--- src/rtl/fpu_exc_pkg.sv ---
// Shared constants and types for the floating-point exception status unit.
// Assumes the fixed 16-bit status word layout given in the brief.
package fpu_exc_pkg;
    localparam int SW_W     = 16;
    localparam int NFLAG    = 6;
    localparam int TOP_W    = 3;

    localparam int B_PE     = 5;
    localparam int B_SF     = 6;
    localparam int B_ES     = 7;
    localparam int B_C1     = 9;
    localparam int B_TOP_LO = 11;
    localparam int B_TOP_HI = B_TOP_LO + TOP_W - 1;
    localparam int B_BUSY   = 15;

    typedef logic [NFLAG-1:0] flag_t;

    typedef struct packed {
        logic  valid;
        flag_t flags;
        logic  stk;
        logic  c1q;
    } exc_req_t;

    // True when any flag in f has its mask bit clear
    function automatic logic any_open(input flag_t f, input flag_t m);
        return |(f & ~m);
    endfunction
endpackage

--- src/rtl/fpu_exc_update.sv ---
// Next-state logic for the status word.
// Priority: clear, then internal fault, then a normal request.
// A stack-top load is applied on top of any of these.
// Assumes the caller registers the result.
module fpu_exc_update
    import fpu_exc_pkg::*;
(
    input  logic [SW_W-1:0]  cur_sw,
    input  exc_req_t         req,
    input  logic             ifault,
    input  logic             clr,
    input  flag_t            mask,
    input  logic             top_ld,
    input  logic [TOP_W-1:0] top_val,
    output logic [SW_W-1:0]  nxt_sw
);
    flag_t flag_nxt;

    // One sticky flag per exception type
    for (genvar i = 0; i < NFLAG; i++) begin : g_flag
        assign flag_nxt[i] = clr    ? 1'b0 :
                             ifault ? 1'b1 :
                             (cur_sw[i] | (req.valid & req.flags[i]));
    end

    // Assemble the next status word
    always_comb begin
        logic es;
        es = 1'b0;
        nxt_sw = cur_sw;
        nxt_sw[NFLAG-1:0] = flag_nxt;
        if (clr) begin
            nxt_sw[B_SF]   = 1'b0;
            nxt_sw[B_ES]   = 1'b0;
            nxt_sw[B_BUSY] = 1'b0;
        end else if (ifault) begin
            nxt_sw[B_ES]   = 1'b1;
            nxt_sw[B_BUSY] = 1'b1;
        end else if (req.valid) begin
            if (req.stk)
                nxt_sw[B_SF] = 1'b1;
            if (req.stk || req.flags[B_PE])
                nxt_sw[B_C1] = req.c1q;
            es = any_open(flag_nxt, mask);
            nxt_sw[B_ES]   = es;
            nxt_sw[B_BUSY] = es;
        end
        if (top_ld)
            nxt_sw[B_TOP_HI:B_TOP_LO] = top_val;
    end
endmodule

--- src/rtl/fpu_exc_signal.sv ---
// Decides whether the current event must be signalled to the core.
// Assumes the same clear > internal fault > request priority as the update logic.
module fpu_exc_signal
    import fpu_exc_pkg::*;
(
    input  exc_req_t req,
    input  logic     ifault,
    input  logic     clr,
    input  flag_t    mask,
    output logic     raise
);
    // Unmasked if any requested flag is open, or on an internal fault
    always_comb begin
        raise = 1'b0;
        if (!clr)
            raise = ifault || (req.valid && any_open(req.flags, mask));
    end
endmodule

--- src/rtl/fpu_exc_status.sv ---
// Top of the exception status unit.
// Registers the status word and the unmasked-exception flag.
// Assumes single-cycle request strobes and a synchronous active-low reset.
module fpu_exc_status
    import fpu_exc_pkg::*;
(
    input  logic             clk,
    input  logic             rst_n,
    input  logic             req_valid,
    input  logic [5:0]       req_flags,
    input  logic             req_stack_fault,
    input  logic             req_c1,
    input  logic             int_fault,
    input  logic [15:0]      ctrl_word,
    input  logic             clear,
    input  logic             top_load,
    input  logic [2:0]       top_value,
    output logic [15:0]      status_word,
    output logic             unmasked_exc
);
    exc_req_t        req;
    flag_t           mask;
    logic [SW_W-1:0] sw_q, sw_d;
    logic            unm_q, unm_d;
    logic [9:0]      ctrl_unused;

    assign req         = '{valid: req_valid, flags: req_flags, stk: req_stack_fault, c1q: req_c1};
    assign mask        = ctrl_word[NFLAG-1:0];
    assign ctrl_unused = ctrl_word[15:6];

    fpu_exc_update u_update (
        .cur_sw (sw_q),
        .req    (req),
        .ifault (int_fault),
        .clr    (clear),
        .mask   (mask),
        .top_ld (top_load),
        .top_val(top_value),
        .nxt_sw (sw_d)
    );

    fpu_exc_signal u_signal (
        .req   (req),
        .ifault(int_fault),
        .clr   (clear),
        .mask  (mask),
        .raise (unm_d)
    );

    // State register for the status word and the trap indication
    always_ff @(posedge clk) begin
        if (!rst_n) begin
            sw_q  <= '0;
            unm_q <= 1'b0;
        end else begin
            sw_q  <= sw_d;
            unm_q <= unm_d;
        end
    end

    assign status_word  = sw_q;
    assign unmasked_exc = unm_q;


    es_busy_pair_chk: assert property (@(posedge clk) disable iff (!rst_n)
        sw_q[B_ES] == sw_q[B_BUSY]);


    flags_sticky_chk: assert property (@(posedge clk) disable iff (!rst_n)
        !clear |=> ((sw_q[NFLAG-1:0] & $past(sw_q[NFLAG-1:0])) == $past(sw_q[NFLAG-1:0])));


    clear_zero_chk: assert property (@(posedge clk) disable iff (!rst_n)
        clear |=> (sw_q[7:0] == 8'h00 && !sw_q[B_BUSY] && !unm_q));


    int_fault_chk: assert property (@(posedge clk) disable iff (!rst_n)
        (int_fault && !clear) |=> (sw_q[NFLAG-1:0] == '1 && sw_q[B_ES] && unm_q));


    raise_needs_summary_chk: assert property (@(posedge clk) disable iff (!rst_n)
        unm_q |-> sw_q[B_ES]);


    top_load_chk: assert property (@(posedge clk) disable iff (!rst_n)
        top_load |=> (sw_q[B_TOP_HI:B_TOP_LO] == $past(top_value)));


    c1_hold_chk: assert property (@(posedge clk) disable iff (!rst_n)
        !(req_valid && !int_fault && !clear && (req_stack_fault || req_flags[B_PE]))
        |=> $stable(sw_q[B_C1]));
endmodule

--- config.mk ---
export PLATFORM = sky130hd
export DESIGN_NAME = fpu_exc_status
export DESIGN_NICKNAME = d
export VERILOG_FILES = /design/src/rtl/fpu_exc_pkg.sv /design/src/rtl/fpu_exc_update.sv /design/src/rtl/fpu_exc_signal.sv /design/src/rtl/fpu_exc_status.sv
export SDC_FILE = /design/constraint.sdc
export NUM_CORES = 1
export LEC_CHECK = 0
export CORE_ASPECT_RATIO = 1.1
export CORE_MARGIN = 8
export CORE_UTILIZATION = 33
export DETAILED_ROUTE_END_ITERATION = 6
export GPL_TIMING_DRIVEN = 1
export HOLD_SLACK_MARGIN = 0.12
export PLACE_DENSITY = 0.82
export SYNTH_ARGS = -nofsm -noshare
export SYNTH_HDL_FRONTEND = slang
export SYNTH_SLANG_ARGS = --single-unit
export TNS_END_PERCENT = 100
--- constraint.sdc ---
create_clock -name clk -period 3.7 [get_ports clk]
set_input_delay 0.37 -clock clk [delete_from_list [all_inputs] [get_ports clk]]
set_output_delay 0.37 -clock clk [all_outputs]
set_load 0.02 [all_outputs]
== After elaboration in Yosys (flattened, before gate mapping) ==
Cells that the tools add are included.

* Output and inout port bits: 17
* Register bits after elaboration: 14

* Reductions and logical operators: 9
* Bitwise gates (word level): 18
* Multiplexer cells: 17

{| class="wikitable"
|+ Operators with widths
! operator !! number
|-
| 1-bit two-way mux || 16
|-
| 6-bit bitwise AND || 2
|-
| 6-bit OR reduction || 2
|-
| 1-bit bitwise AND || 6
|-
| 6-bit inverter || 1
|-
| 1-bit OR || 6
|-
| 4-bit AND reduction || 1
|-
| 1-bit inverter || 3
|-
| 3-bit AND reduction || 1
|-
| 1-bit logical OR || 2
|-
| 2-bit two-way mux || 1
|-
| 2-bit nonzero test || 1
|-
| 2-bit OR reduction || 1
|-
| 1-bit logical AND || 1
|}

== Logic depth before layout (Yosys ltp) ==
* Depth in word-level cells: 8
* Gate-level depth with buffers: 5
* Depth with buffers taken out: 4

== By module ==
Synthesis repeated with hierarchy kept, for this count alone.

* Cell total of the unflattened synthesis: 85
* Area, all modules: 829.5 µm²

{| class="wikitable"
|+ By module, submodules not included
! module !! area an instance (µm²) !! cells each !! seq. area each (µm²) !! times used
|-
| fpu_exc_status || 474.2 || 35 || 340.3 || 1
|-
| fpu_exc_update || 284.0 || 39 || 0.0 || 1
|-
| fpu_exc_signal || 71.3 || 11 || 0.0 || 1
|}

== Least setup slack after synthesis ==
Ideal clock, no wire load.

* Path kind: input -> register
* Start point: input req_valid
* End point: register sw_q[15], in the netlist status_word[15]
* Required time: 3,572 ps
* Stages: 5
* Arrival: 1,186 ps
* Path buffers: 1
* Setup slack: 2,387 ps
* Cell sequence: buf_6 a211oi_2 o22ai_1 o41ai_2 a21oi_1

* Word-level cells in the longest chain between the ends: 8

{| class="wikitable"
|+ RTL lines
! what !! line !! text
|-
| from (decl) || fpu_exc_status.sv:9 || <nowiki>input logic req_valid,</nowiki>
|-
| 1-bit bitwise AND || fpu_exc_update.sv:23 || <nowiki>(cur_sw[i] | (req.valid & req.flags[i]));</nowiki>
|-
| 1-bit OR || fpu_exc_update.sv:23 ||
|-
| 1-bit two-way mux || fpu_exc_update.sv:22 || <nowiki>ifault ? 1'b1 :</nowiki>
|-
| 1-bit two-way mux || fpu_exc_update.sv:21 || <nowiki>assign flag_nxt[i] = clr ? 1'b0 :</nowiki>
|-
| 6-bit bitwise AND || fpu_exc_pkg.sv:27 || <nowiki>return |(f & ~m);</nowiki>
|-
| 6-bit OR reduction || fpu_exc_pkg.sv:27 ||
|-
| 1-bit two-way mux || fpu_exc_update.sv:39 || <nowiki>end else if (req.valid) begin</nowiki>
|-
| 1-bit two-way mux || fpu_exc_update.sv:36 || <nowiki>end else if (ifault) begin</nowiki>
|-
| to (signal assigned) || fpu_exc_status.sv:56 || <nowiki>sw_q <= sw_d;</nowiki>
|-
| to (decl) || fpu_exc_status.sv:23 || <nowiki>logic [SW_W-1:0] sw_q, sw_d;</nowiki>
|}

Several ways; a longest one is shown, not always the timed one. The select of a mux whose other input is x is not followed.
A chain may end at the register's enable or synchronous reset.

== Worst setup path after layout ==
Same ends and word-level chain as after synthesis.

==> qor.csv <==
metric,value,unit
"count leader, synth",dfxtp_1,
Yosys warning count,0,
worst path bufs/invs,1,
post-synth top area share,46.38,%
layout cells sized above 1,5.769,%
Final Hold Vio Count,0,
Final Cycle Share,49.48,%
DRT Pass-1 Iters,2,
CP arrival,1.98,ns
max incr delay on CP,0.62,ns
clock network power share,25.2,%
maximum number of pins on one net before global-route repair,12,
die extent in x,56.80,um
CTS max path bufs,2,
postcts setup bufs,0,
Die Height,60.88,um
n_diodes,0,
Int Power,0.0002412,W
via count,595,
final slew viol count,0,
root buffer cell,clkbuf_4,
Clock Pin Slew Worst Setup and Hold Paths,0.07,ns
FMAX,546.2,MHz
Logic pwr share,25.2,%
CTS H-tree depth,1,
leading area contributor after synthesis,dfxtp_1,
Syn Inst Count,67,
nature of the critical path endpoint,flop,
post-route ant nets,0,
Final Instance Count excl. Fillers,122,
setup violators final,0,
residual DRC count,0,
CP Launch Type,input port,
Area contributors post-synth,"dfxtp_1 (46%), a21oi_1 (9.1%), mux2i_1 (6.6%), o22ai_1 (5.2%), inv_1 (5.0%)",
Worst IR Drop VDD,0.1791,mV
setup_tns,0,ns
Initial Util,34.30,%
leak pwr,0.4022,nW
Clock Skews,0.005132,ns
placed cells,119,
"Clk Latency, worst-skew pair",0.27,ns
CP Max Fanout,11,
Post-synth top cells,"dfxtp_1 (14), a21oi_1 (11), inv_1 (8)",
vias per inst,4.877,
Util after Layout,55.82,%
sequential fraction of design power,49.5,%
CTS Sinks,14,
RSZ-0062 raised after global routing,no,
synthesized area per cell,9.020,um2
register area,280.3,um2
mapped cell area,604.3,um2
grt ovf,0,
slowest CP cell,clkdlybuf4s50_1,
core area,1762,um2
CTS Buf Count,3,
Final nets,139,
CTS tree,done,
GPL Wtd Cong,0.7680,
CP required,3.85,ns
first-pass GRT wire length,2863,um
Cell Rows,16,
DP HPWL,1447,um
"CP delay by family, top",compound AO/OA/AOI/OAI gates,
fraction of registers with async set/reset,0,%
Sw Pwr,0.00008709,W
area delta synth->final,62.73,%
Unique masters post-synth,19,
crit-path cells,clkdlybuf4s50_1 > a211oi_1 > o22ai_1 > o41ai_2 > a21oi_1,
main flop type after synthesis,dfxtp_1,
final wirelength,1716,um
"EDFF count, synth",0,
I/O pin count,50,
GRT Total Usage,10.32,%
final worst path period need,1.831,ns
drt initial violations,4,
Sw Ratio,26.53,%
Port Buffer Count,36,
Max Cap Viol,0,
Die ar.,3458,um2
Fillers,177,
register area share after synthesis,46.38,%
status,finished clean,
Routed WL per cell,14.07,um
vias in the first global route,653,
Resized cells post-CTS,0,
"FF+latch count, synth",14,
initial antenna violation count,0,
CTS hold repair buffers,0,
multi-input combinational cell area,267.8,um2
Setup CP Type,in2reg,
pwr dens,333.8,nW/um2
HP Class,reg2reg,
-- placed cells by master, fill, tap and decap left out, drive strengths merged --
| cell | synthesis | layout |
|---|---|---|
| conb | 1 | 3 |
| nor2 | 5 | 5 |
| inv | 8 | 8 |
| o21ai | 1 | 1 |
| clkdlybuf4s50 | 0 | 36 |
| a31oi | 1 | 1 |
| a21oi | 11 | 11 |
| clkbuf | 0 | 3 |
| a21o | 1 | 1 |
| a211oi | 2 | 2 |
| nor2b | 4 | 4 |
| o2111a | 1 | 1 |
| mux2i | 4 | 4 |
| o22ai | 5 | 5 |
| nand2 | 3 | 3 |
| o41ai | 1 | 1 |
| dfxtp | 14 | 14 |
| o31ai | 1 | 1 |
-- worst paths after layout --
check                               from                            to  slack (ns)  cells after the start
max reg2reg    status_word[5]$_SDFF_PN0_  status_word[15]$_SDFFE_PP0P_        2.34                      4
min reg2reg  status_word[7]$_SDFFE_PP0P_   status_word[7]$_SDFFE_PP0P_        0.46                      2
max                            req_valid  status_word[15]$_SDFFE_PP0P_        1.87                      5
min          status_word[7]$_SDFFE_PP0P_   status_word[7]$_SDFFE_PP0P_        0.46                      2
-- registers in the layout (all words and copies together) (netlist names) --
name / flops
status_word: 13
unmasked_exc: 1
-- per-stage QoR --
stage	instance area (um2)	power, W	setup WS (ns)	hold WS [ns]
final	983.4	0.0003283	1.869	0.4645
after global routing	983.4	0.0003440	1.729	0.5063
after CTS	983.4	0.0003319	1.855	0.4675
after detailed placement	960.9	0.0002495	1.574	0.4631
after global placement	960.9	0.0002478	1.615	0.4480
after floorplan	611.8	0.0002049	2.387	0.4880
-- power groups by stage --
stage / Combinational [W] / Sequential, W / Clock [W]
CTS: 0.0000836 / 0.000163 / 0.0000855
detailed placement: 0.0000832 / 0.000166 / 0
floorplan: 0.0000293 / 0.000176 / 0
global route: 0.0000905 / 0.000164 / 0.0000896
global placement: 0.0000819 / 0.000166 / 0
finish: 0.0000828 / 0.000163 / 0.0000829
-- layout make-up --
type | count | share of cell area (%)
Sequential cell | 14 | 28.50
Multi-Input combinational cell | 43 | 27.23
Tap cell | 18 | 2.290
Inverter | 8 | 3.053
Timing Repair Buffer | 36 | 36.64
Clock buffer | 3 | 2.290
-- cell families (layout without fill, tap and decap cells) --
group | after synthesis | after routing | share of synthesized area [%]
AND/OR/NAND/NOR | 12 | 12 | 9.109
flip-flops | 14 | 14 | 46.38
buffers and inverters | 12 | 47 | 10.56
multiplexers | 4 | 4 | 6.626
AO/OA/AOI/OAI | 24 | 24 | 26.71
other | 1 | 3 | 0.6205
-- tightest hold or removal path: stages, from the launching register on --
cell and delay (ns):
dfxtp_1 0.32, nand2_1 0.05, a21oi_1 0.05
-- layer usage --
metal  track usage [%]  up-vias  wire [um]
met1             9.438      262        607
met5                 0        -          0
met2             17.87       27        826
met4             4.027        0          0
met3             7.113        0        283
li1                  -      306          -
Note: power is estimated with default switching activity, not from simulation.
